[src/rtl/bool_dot_pkg.sv]
package bool_dot_pkg;

  typedef enum logic [1:0] {
    PH_IDLE = 2'd0,
    PH_CLR  = 2'd1,
    PH_ACC  = 2'd2,
    PH_OUT  = 2'd3
  } phase_t;

  // Boolean "multiply" of one operand pair
  function automatic logic bool_mul(input logic x, input logic y);
    return x & y;
  endfunction

  // Boolean "add" folding a product into the running value
  function automatic logic bool_add(input logic acc, input logic prod);
    return acc | prod;
  endfunction

  // Length of the clear phase for a given variant
  function automatic int unsigned clear_len(input bit fast);
    return fast ? 1 : 3;
  endfunction

  // Total cycles of one run, from acceptance to done inclusive
  function automatic int unsigned run_len(input int unsigned k, input bit fast);
    return clear_len(fast) + 4 * k + 2;
  endfunction

endpackage

[src/rtl/bool_dot_seq.sv]
module bool_dot_seq
  import bool_dot_pkg::*;
#(
  parameter int K          = 3,
  parameter bit FAST_CLEAR = 1'b0
) (
  input  logic   clk,
  input  logic   rst_n,
  input  logic   start_i,
  output phase_t phase_o,
  output logic   accept_o,
  output logic   en_cap_o,
  output logic   en_and_o,
  output logic   en_or_o,
  output logic   en_hop_o,
  output logic   clr_grab_o,
  output logic   clr_load_o,
  output logic   out_grab_o,
  output logic   oe_o,
  output logic   done_o
);

  localparam int          CLR_LEN  = int'(clear_len(FAST_CLEAR));
  localparam int          STEP_W   = (K > 1) ? $clog2(K) : 1;
  localparam logic [1:0]  CLR_LAST = 2'(CLR_LEN - 1);
  localparam logic [1:0]  LOAD_SUB = FAST_CLEAR ? 2'd0 : 2'd1;
  localparam logic [STEP_W-1:0] STEP_LAST = STEP_W'(K - 1);

  phase_t            phase_q;
  logic [1:0]        sub_q;
  logic [STEP_W-1:0] step_q;
  logic              last_step;

  assign last_step = (step_q == STEP_LAST);

  always_ff @(posedge clk) begin
    if (!rst_n) begin
      phase_q <= PH_IDLE;
      sub_q   <= 2'd0;
      step_q  <= '0;
    end else begin
      case (phase_q)
        PH_IDLE: begin
          if (start_i) begin
            phase_q <= PH_CLR;
            sub_q   <= 2'd0;
          end
        end
        PH_CLR: begin
          if (sub_q == CLR_LAST) begin
            phase_q <= PH_ACC;
            sub_q   <= 2'd0;
            step_q  <= '0;
          end else begin
            sub_q <= sub_q + 2'd1;
          end
        end
        PH_ACC: begin
          sub_q <= sub_q + 2'd1;
          if (sub_q == 2'd3) begin
            if (last_step) begin
              phase_q <= PH_OUT;
              sub_q   <= 2'd0;
            end else begin
              step_q <= step_q + 1'b1;
            end
          end
        end
        PH_OUT: begin
          if (sub_q == 2'd1) begin
            phase_q <= PH_IDLE;
            sub_q   <= 2'd0;
          end else begin
            sub_q <= sub_q + 2'd1;
          end
        end
        default: phase_q <= PH_IDLE;
      endcase
    end
  end

  always_comb begin
    phase_o    = phase_q;
    accept_o   = (phase_q == PH_IDLE) && start_i;
    en_cap_o   = (phase_q == PH_ACC) && (sub_q == 2'd0);
    en_and_o   = (phase_q == PH_ACC) && (sub_q == 2'd1);
    en_or_o    = (phase_q == PH_ACC) && (sub_q == 2'd2);
    en_hop_o   = (phase_q == PH_ACC) && (sub_q == 2'd3);
    clr_grab_o = !FAST_CLEAR && (phase_q == PH_CLR) && (sub_q == 2'd0);
    clr_load_o = (phase_q == PH_CLR) && (sub_q == LOAD_SUB);
    out_grab_o = (phase_q == PH_OUT) && (sub_q == 2'd0);
    oe_o       = (phase_q == PH_OUT);
    done_o     = (phase_q == PH_OUT) && (sub_q == 2'd1);
  end

endmodule

[src/rtl/bool_dot_fold.sv]
module bool_dot_fold
  import bool_dot_pkg::*;
(
  input  logic clk,
  input  logic rst_n,
  input  logic en_cap_i,
  input  logic en_and_i,
  input  logic en_or_i,
  input  logic a_i,
  input  logic b_i,
  input  logic loop_i,
  output logic or_o
);

  logic in_a_q, in_b_q, and_q, or_q;

  always_ff @(posedge clk) begin
    if (!rst_n) begin
      in_a_q <= 1'b0;
      in_b_q <= 1'b0;
      and_q  <= 1'b0;
      or_q   <= 1'b0;
    end else begin
      if (en_cap_i) begin
        in_a_q <= a_i;
        in_b_q <= b_i;
      end
      if (en_and_i) and_q <= bool_mul(in_a_q, in_b_q);
      if (en_or_i)  or_q  <= bool_add(loop_i, and_q);
    end
  end

  assign or_o = or_q;

endmodule

[src/rtl/bool_dot_loop.sv]
module bool_dot_loop #(
  parameter bit FAST_CLEAR = 1'b0
) (
  input  logic clk,
  input  logic rst_n,
  input  logic clr_load_i,
  input  logic en_hop_i,
  input  logic en_mem_i,
  input  logic blk_i,
  input  logic or_i,
  output logic hop_o,
  output logic mem_o
);

  logic hop_q, mem_q, clr_src;

  generate
    if (FAST_CLEAR) begin : g_const_clr
      assign clr_src = 1'b0;
      logic unused_blk;
      assign unused_blk = blk_i;
    end else begin : g_line_clr
      assign clr_src = blk_i;
    end
  endgenerate

  always_ff @(posedge clk) begin
    if (!rst_n) begin
      hop_q <= 1'b0;
      mem_q <= 1'b0;
    end else begin
      if (clr_load_i)    hop_q <= clr_src;
      else if (en_hop_i) hop_q <= or_i;
      if (en_mem_i)      mem_q <= hop_q;
    end
  end

  assign hop_o = hop_q;
  assign mem_o = mem_q;

endmodule

[src/rtl/bool_dot_gate.sv]
module bool_dot_gate (
  input  logic clk,
  input  logic rst_n,
  input  logic clr_grab_i,
  input  logic out_grab_i,
  input  logic oe_i,
  input  logic line_i,
  input  logic hop_i,
  output logic blk_o,
  output logic c_o
);

  logic blk_q;

  always_ff @(posedge clk) begin
    if (!rst_n)          blk_q <= 1'b0;
    else if (clr_grab_i) blk_q <= line_i;
    else if (out_grab_i) blk_q <= hop_i;
  end

  assign blk_o = blk_q;
  assign c_o   = oe_i ? blk_q : 1'b0;

endmodule

[src/rtl/bool_dot_serial.sv]
module bool_dot_serial
  import bool_dot_pkg::*;
#(
  parameter int K          = 3,
  parameter bit FAST_CLEAR = 1'b0
) (
  input  logic clk,
  input  logic rst_n,
  input  logic start_i,
  input  logic a_i,
  input  logic b_i,
  output logic c_o,
  output logic c_oe_o,
  output logic done_o
);

  phase_t seq_phase;
  logic   seq_accept;
  logic   en_cap, en_and, en_or, en_hop;
  logic   clr_grab, clr_load, out_grab, line_oe;
  logic   or_val, hop_val, mem_val, blk_val;

  bool_dot_seq #(.K(K), .FAST_CLEAR(FAST_CLEAR)) u_seq (
    .clk(clk), .rst_n(rst_n), .start_i(start_i),
    .phase_o(seq_phase), .accept_o(seq_accept),
    .en_cap_o(en_cap), .en_and_o(en_and), .en_or_o(en_or), .en_hop_o(en_hop),
    .clr_grab_o(clr_grab), .clr_load_o(clr_load), .out_grab_o(out_grab),
    .oe_o(line_oe), .done_o(done_o)
  );

  bool_dot_fold u_fold (
    .clk(clk), .rst_n(rst_n),
    .en_cap_i(en_cap), .en_and_i(en_and), .en_or_i(en_or),
    .a_i(a_i), .b_i(b_i), .loop_i(mem_val), .or_o(or_val)
  );

  bool_dot_loop #(.FAST_CLEAR(FAST_CLEAR)) u_loop (
    .clk(clk), .rst_n(rst_n),
    .clr_load_i(clr_load), .en_hop_i(en_hop), .en_mem_i(en_cap),
    .blk_i(blk_val), .or_i(or_val), .hop_o(hop_val), .mem_o(mem_val)
  );

  bool_dot_gate u_gate (
    .clk(clk), .rst_n(rst_n),
    .clr_grab_i(clr_grab), .out_grab_i(out_grab), .oe_i(line_oe),
    .line_i(b_i), .hop_i(hop_val), .blk_o(blk_val), .c_o(c_o)
  );

  assign c_oe_o = line_oe;

endmodule

[config.mk]
export PLATFORM = sky130hd
export DESIGN_NAME = bool_dot_serial
export DESIGN_NICKNAME = d
export VERILOG_FILES = /design/src/rtl/bool_dot_pkg.sv /design/src/rtl/bool_dot_seq.sv /design/src/rtl/bool_dot_fold.sv /design/src/rtl/bool_dot_loop.sv /design/src/rtl/bool_dot_gate.sv /design/src/rtl/bool_dot_serial.sv
export SDC_FILE = /design/constraint.sdc
export NUM_CORES = 1
export LEC_CHECK = 0
export BUFFER_PORTS_ARGS = -buffer_cell sky130_fd_sc_hd__buf_2
export CORE_MARGIN = 5
export CORE_UTILIZATION = 35
export DETAILED_ROUTE_END_ITERATION = 6
export SLEW_MARGIN = 10
export SYNTH_ARGS = -nofsm -noshare
export SYNTH_HDL_FRONTEND = slang
export SYNTH_SLANG_ARGS = --single-unit
[constraint.sdc]
create_clock -name clk -period 2.7 [get_ports clk]
set_input_delay 0.81 -clock clk [delete_from_list [all_inputs] [get_ports clk]]
set_output_delay 0.81 -clock clk [all_outputs]
set_load 0.02 [all_outputs]
# [Word-level counts from Yosys, hierarchy flattened]
# Index checks and enable logic that the tools add are counted.
[word_totals] ff_bits=13 latch_bits=0 ram_bits=0 rom_bits=0 out_inout_bits=3 memories=0
[op_classes] addsub=2 multipliers=0 n_div=0 order_cmp=0 eq_ne=13 shifts=0 n_mux=21 n_bitwise=2 n_reduce_logical=15
[ops] cell="$mux 2" count=13
[ops] cell="$pmux 2 s4" count=2
[ops] cell="$eq 2x2->1 const B" count=5
[ops] cell="$logic_and 1x1->1" count=8
[ops] cell="$ne 2x1->1 const B" count=3
[ops] cell="$ne 2x2->1 const B" count=3
[ops] cell="$reduce_bool 2->1" count=3
[ops] cell="$mux 1" count=5
[ops] cell="$reduce_and 5->1" count=1
[ops] cell="$add 2x1->2 const B" count=2
[ops] cell="$eq 2x1->1 const B" count=2
[ops] cell="$logic_not 2->1" count=2
[ops] cell="$pmux 2 s2" count=1
[ops] cell="$reduce_and 4->1" count=1
[ops] cell="$and 1x1->1" count=1
[ops] cell="$or 1x1->1" count=1

# [Longest topological paths before layout]
# Gate-level depths: netlist (run 1).
[logic_depth] depth_word=4 depth_mapped=7 mapped_depth_nobuf=6

# [Cells and area by module]
# Synthesis (run 1) repeated with hierarchy kept, for this count alone.
[hier_totals] cells_unflattened=91 hier_area_um2=852.1
[by_module_without_submodules] mod="bool_dot_seq" instances=1 cells_per_inst=65 area_per_inst_um2=570.5
[by_module_without_submodules] mod="bool_dot_fold" instances=1 cells_per_inst=14 area_per_inst_um2=143.9
[by_module_without_submodules] mod="bool_dot_loop" instances=1 cells_per_inst=7 area_per_inst_um2=83.8
[by_module_without_submodules] mod="bool_dot_gate" instances=1 cells_per_inst=5 area_per_inst_um2=53.8

# [Least setup slack after synthesis (run 1)]
# Ideal clock, no wire load.
[synth_timing] kind="reg-to-output" start="reg u_seq.phase_q[0] (netlist: u_seq.phase_o[0])" end="out done_o" arrival_time_ns=0.987 slack_ns=0.903 path_stages_with_launch=3 cell_sequence="dfxtp_1 > ha_1 > and2_1"
[synth_via] elab_chain_len=2
[synth_lines] element="start, declared" line="bool_dot_seq.sv:29" source="phase_t phase_q;"
[synth_lines] element="start signal, assigned" line="bool_dot_seq.sv:38" source="phase_q <= PH_IDLE;"
[synth_lines] element="start signal, assigned" line="bool_dot_seq.sv:45" source="phase_q <= PH_CLR;"
[synth_lines] element="start signal, assigned" line="bool_dot_seq.sv:51" source="phase_q <= PH_ACC;"
[synth_lines] element="$eq 2x2->1"
[synth_lines] element="net c_oe_o" line="bool_dot_serial.sv:13" source="output logic c_oe_o,"
[synth_lines] element="$logic_and 1x1->1" line="bool_dot_seq.sv:93" source="done_o = (phase_q == PH_OUT) && (sub_q == 2'd1);"
[synth_lines] element="end, declared" line="bool_dot_serial.sv:14" source="output logic done_o"
# The timed path passes the listed nets, and every way through them passes these cells.

# [Worst setup path in the final report (run 1)]
[layout_timing] start="reg u_seq.sub_q[1]" end="out done_o"
[layout_via] elab_chain_len=2
[layout_lines] element="start, declared" line="bool_dot_seq.sv:30" source="logic [1:0] sub_q;"
[layout_lines] element="start signal, assigned" line="bool_dot_seq.sv:55" source="sub_q <= sub_q + 2'd1;"
[layout_lines] element="start signal, assigned" line="bool_dot_seq.sv:59" source="sub_q <= sub_q + 2'd1;"
[layout_lines] element="start signal, assigned" line="bool_dot_seq.sv:74" source="sub_q <= sub_q + 2'd1;"
[layout_lines] element="$eq 2x1->1" line="bool_dot_seq.sv:93"
[layout_lines] element="$logic_and 1x1->1" line="bool_dot_seq.sv:93"
# Every way passes these cells.

==> results of run 1 <==
[area by class of cell]
type / instances / share of cell area [%]
Sequential cell: 13 / 29.8
Clock buffer: 4 / 3.00
Inverter: 6 / 2.58
Multi-Input combinational cell: 68 / 56.7
Tap cell: 28 / 4.01
Timing Repair Buffer: 7 / 4.01
[worst max-delay path by stage]
stage	endpoint	slack [ns]	depth (start not counted)
final	done_o	0.59	4
after global routing	done_o	0.51	4
after CTS	done_o	0.57	4
after detailed placement	done_o	0.89	4
after global placement	done_o	0.93	4
after floorplan	done_o	0.90	2
[registers in the layout, summed over array words and instances (netlist names)]
signal	cells
u_fold.and_q	1
u_fold.in_b_q	1
u_seq.phase_o	2
u_seq.sub_q	2
u_loop.hop_o	1
u_fold.or_o	1
u_seq.step_q	2
u_gate.blk_o	1
u_loop.mem_o	1
u_fold.in_a_q	1
[worst max-delay path: stages (launching register included)]
cell and delay (ns):
dfxtp_1 0.38, inv_1 0.09, ha_1 0.24, and2_1 0.17, buf_2 0.15
[power by group]
| part | switching (W) | leakage [nW] | internal [W] |
|---|---|---|---|
| registers | 0.0000232 | 0.105 | 0.000221 |
| clock network | 0.0000652 | 0.0150 | 0.0000573 |
| logic | 0.000170 | 0.214 | 0.000123 |
[per-layer routing]
metal | global-route usage [%] | wire (um) | part of all wire (%)
met1 | 12.7 | 732 | 44
met2 | 17.7 | 820 | 50
met3 | 4.01 | 81 | 4.9
met4 | 3.97 | 13 | 0.79
met5 | 0 | 0 | 0
[cell usage in the layout (no fill, tap or decap), types with 3 or more instances in the layout]
master,instances
buf_2,7
inv_1,6
nand2_1,9
nor2_1,7
dfxtp_1,13
a21oi_1,9
clkbuf_4,3
ha_1,11
nand3_1,5
[stage by stage]
step	cell area, um2	util, %
3_5_place_dp	848	38.3
3_3_place_gp	848	38.3
2_1_floorplan	803	-
4_1_cts	875	39.5
5_1_grt	875	39.5
6_report	875	39.5
[cells by family (layout without fill, tap and decap cells)]
family | after synthesis | in the layout | share of synthesized area [%]
and+or+nand+nor | 34 | 34 | 24.0
AOI/OAI and AO/OA | 21 | 21 | 18.1
DFF | 13 | 13 | 32.4
adders and majority gates | 11 | 11 | 17.1
buffers and inverters | 10 | 17 | 5.92
muxes | 2 | 2 | 2.49
==> impl_metrics.json, run 1 <==
{
  "vias": 645,
  "dieArea_um2": 3350,
  "hold_class": "reg2reg",
  "irDropWorstVdd_mv": 0.345,
  "hold_depth": 2,
  "insertion_delay_ns": 0.27,
  "avgRoutedWirePerCell_um": 13.1,
  "async_reset_ff_share_pct": 0,
  "setup_ws_ns": 0.592,
  "yosys-top-cells-area": "dfxtp_1 (32%), ha_1 (17%), a21oi_1 (5.6%)",
  "drt_pass1_iterations": 4,
  "max_slew_margin_pct": 61.6,
  "min_period_ns": 2.11,
  "seq_area_um2": 260,
  "nets": 115,
  "synth_most_common_cell": "dfxtp_1",
  "postCtsHoldBufs": 0,
  "worst_hold_slack_ns": 0.460,
  "multi_input_area_um2": 495,
  "setup_viol": 0,
  "syn_inst": 91,
  "core_area_um2": 2210,
  "boundaryPins": 8,
  "cts_setup_buffers": 0,
  "p_total_w": 0.000659,
  "place_congestion": 0.742,
  "dp_hpwl_um": 1210,
  "fin_skew_ns": 0.000365,
  "syn_area_um2": 803,
  "final_max_slew_viol_count": 0,
  "yosys.area.top_type_share_pct": 32.4,
  "grt_pass1_vias": 601,
  "clock-sinks": 13,
  "gr-total-overflow": 0,
  "synth_seq_area_share_pct": 32.4,
  "dp_slack_ns": 0.892,
  "hold_violations": 0,
  "drive_gt1_share_pct": 16.3,
  "antenna_found_initial": 0,
  "min_to": "u_fold.and_q",
  "fp.dieW_um": 57.9,
  "hp-start": "u_fold.and_q",
  "rsz0062_at_grt": "no",
  "ys_ff_latch": 13,
  "max-cap-violations": 0,
  "synth_largest_area_cell": "dfxtp_1",
  "die_height_um": 57.9,
  "postRouteAntennaNets": 0,
  "tritoncts": "yes",
  "worstSetupStartpoint": "u_seq.sub_q[1]",
  "drt-vias-per-instance": 5.12,
  "path_class": "reg2out",
  "crit_arrival_ns": 1.30,
  "syn2layout_area_growth_pct": 8.88,
  "port_buffers": 7,
  "cts-buffers-inserted": 3,
  "setup_tns_ns": 0,
  "ys_types": 31,
  "yosys_most_used_dff": "dfxtp_1",
  "finalNonFillerCells": 126,
  "clockBufferDepth": 2,
  "initial_core_util_pct": 36.3,
  "fillerInstances": 242,
  "post_cts_resized": 0,
  "drc_errors": 0,
  "track_usage_pct": 10.8,
  "p_per_area_nw_per_um2": 753,
  "rr_endpoint": "u_seq.step_q[1]",
  "drtIter0Drc": 11,
  "grt_max_degree": 18,
  "yosysWarningCount": 0,
  "rr_startpoint": "u_seq.phase_o[0]",
  "syn_avg_cell_area_um2": 8.83,
  "synth_edf_count": 0,
  "power_leakage_nw": 0.334,
  "synth_nets": 107,
  "rrSetupSlack_ns": 0.88,
  "tightestPinTransition_ns": 0.576,
  "required_ns": 1.89,
  "max_freq_ghz": 0.474,
  "status": "completed",
  "grt_first_pass_wirelength_um": 2750,
  "fin_crit_sh_pct": 78.1,
  "clk_pin_slew_ns": 0.08,
  "critPathMaxFanout": 5,
  "h-tree-depth": 1,
  "num_rows": 17,
  "cts-root-buf": "clkbuf_4",
  "start_kind": "flip-flop",
  "placed_cells": 122,
  "r2r_cells": 6,
  "netlist_top_cells_count": "dfxtp_1 (13), ha_1 (11), a21oi_1 (9), nand2_1 (9), nor2_1 (7)",
  "critPathCaptureType": "primary output",
  "wirelength_um": 1650,
  "diodes": 0
}
(Power assumes the default switching activity.)
==> run 2: changes to the inputs <==
==> constraint.sdc (replaced) <==
create_clock -name clk -period 1.8 [get_ports clk]
set_input_delay 0.54 -clock clk [delete_from_list [all_inputs] [get_ports clk]]
set_output_delay 0.54 -clock clk [all_outputs]
set_load 0.02 [all_outputs]
==> impl_metrics.json, run 2 (synthesis results as in run 1) <==
{
  "max-cap-violations": 0,
  "grt_max_degree": 12,
  "drtIter0Drc": 15,
  "initial_core_util_pct": 36.3,
  "drt_pass1_iterations": 4,
  "tightestPinTransition_ns": 0.378,
  "cts-buffers-inserted": 3,
  "p_per_area_nw_per_um2": 1130,
  "tritoncts": "yes",
  "port_buffers": 7,
  "multi_input_area_um2": 520,
  "dp_hpwl_um": 1250,
  "postCtsHoldBufs": 0,
  "diodes": 0,
  "vias": 646,
  "postRouteAntennaNets": 0,
  "setup_tns_ns": 0,
  "irDropWorstVdd_mv": 0.452,
  "p_total_w": 0.00103,
  "die_height_um": 57.9,
  "syn2layout_area_growth_pct": 13.4,
  "hold_class": "reg2reg",
  "rsz0062_at_grt": "no",
  "hold_violations": 0,
  "final_max_slew_viol_count": 0,
  "gr-total-overflow": 0,
  "post_cts_resized": 4,
  "crit_arrival_ns": 1.17,
  "place_congestion": 0.703,
  "fin_skew_ns": 0.00851,
  "nets": 116,
  "start_kind": "flip-flop",
  "critPathMaxFanout": 7,
  "required_ns": 1.26,
  "setup_viol": 0,
  "num_rows": 17,
  "avgRoutedWirePerCell_um": 13.6,
  "wirelength_um": 1730,
  "clock-sinks": 13,
  "grt_pass1_vias": 631,
  "h-tree-depth": 1,
  "clockBufferDepth": 2,
  "fillerInstances": 239,
  "drt-vias-per-instance": 5.09,
  "insertion_delay_ns": 0.28,
  "max_slew_margin_pct": 74.8,
  "dieArea_um2": 3350,
  "drc_errors": 0,
  "rrSetupSlack_ns": 0.12,
  "power_leakage_nw": 0.340,
  "seq_area_um2": 264,
  "fp.dieW_um": 57.9,
  "cts-root-buf": "clkbuf_4",
  "critPathCaptureType": "primary output",
  "clk_pin_slew_ns": 0.09,
  "status": "completed",
  "track_usage_pct": 11.0,
  "core_area_um2": 2210,
  "antenna_found_initial": 0,
  "max_freq_ghz": 0.586,
  "fin_crit_sh_pct": 94.8,
  "layout_commonest_cell": "dfxtp_1",
  "path_class": "reg2out",
  "min_period_ns": 1.71,
  "grt_first_pass_wirelength_um": 2880,
  "final_cell_mix": "dfxtp_1 (10), nand2_1 (9), a21oi_1 (9), ha_1 (9)",
  "drive_gt1_share_pct": 23.2,
  "boundaryPins": 8,
  "cts_setup_buffers": 0
}
[run 2: cell count changes in the layout (fill, tap and decap cells not counted)]
cell | previous run | this run
buf_4 | 0 | 1
dfxtp_1 | 13 | 10
dfxtp_2 | 0 | 3
ha_1 | 11 | 9
ha_4 | 0 | 2
inv_1 | 6 | 5
inv_2 | 0 | 1
[run 2: final timing paths]
| check | startpoint | to | depth (start not counted) |
|---|---|---|---|
| max | u_seq.phase_o[1] | c_o | 3 |
| min | u_loop.mem_o | u_loop.mem_o | 2 |
| max reg2reg | u_seq.phase_o[1] | u_seq.step_q[1] | 6 |
| min reg2reg | u_loop.mem_o | u_loop.mem_o | 2 |
[run 2: where the power goes]
| part | total, W | switching (W) | internal [W] |
|---|---|---|---|
| logic | 0.000466 | 0.000265 | 0.000201 |
| registers | 0.000379 | 0.0000451 | 0.000334 |
| clock network | 0.000187 | 0.000101 | 0.0000858 |
| total | 0.00103 | 0.000411 | 0.000621 |
[run 2: critical path: stages, from the launching register on]
cell and delay (ns):
dfxtp_1 0.41, ha_4 0.20, and2_1 0.12, buf_2 0.15
[run 2: layout make-up]
class                   instances  area share (%)
clock buffers                   4            2.88
inverters                       6            2.47
multi-input cells              68            57.1
flip-flops and latches         13            29.0
well taps                      28            3.85
repair buffers                  8            4.67
[run 2: per-stage QoR]
stage	instance area, um2	hold slack [ns]	instances	util [%]	worst slack (ns)
after global routing	911	0.491	127	41.2	0.0177
after floorplan	803	0.432	91	-	0.273
after CTS	890	0.468	127	40.2	0.0103
after global placement	856	0.446	123	38.7	0.246
final	911	0.466	127	41.2	0.0930
after detailed placement	856	0.449	123	38.7	0.204
[run 2: routing by layer]
layer	share of wire (%)	up-vias	GRT usage [%]	routed length, um
li1	-	329	-	-
met5	0	-	0	0
met2	47	10	17.9	809
met3	4.6	2	3.12	80
met4	0.98	0	2.98	17
met1	48	305	14.1	822
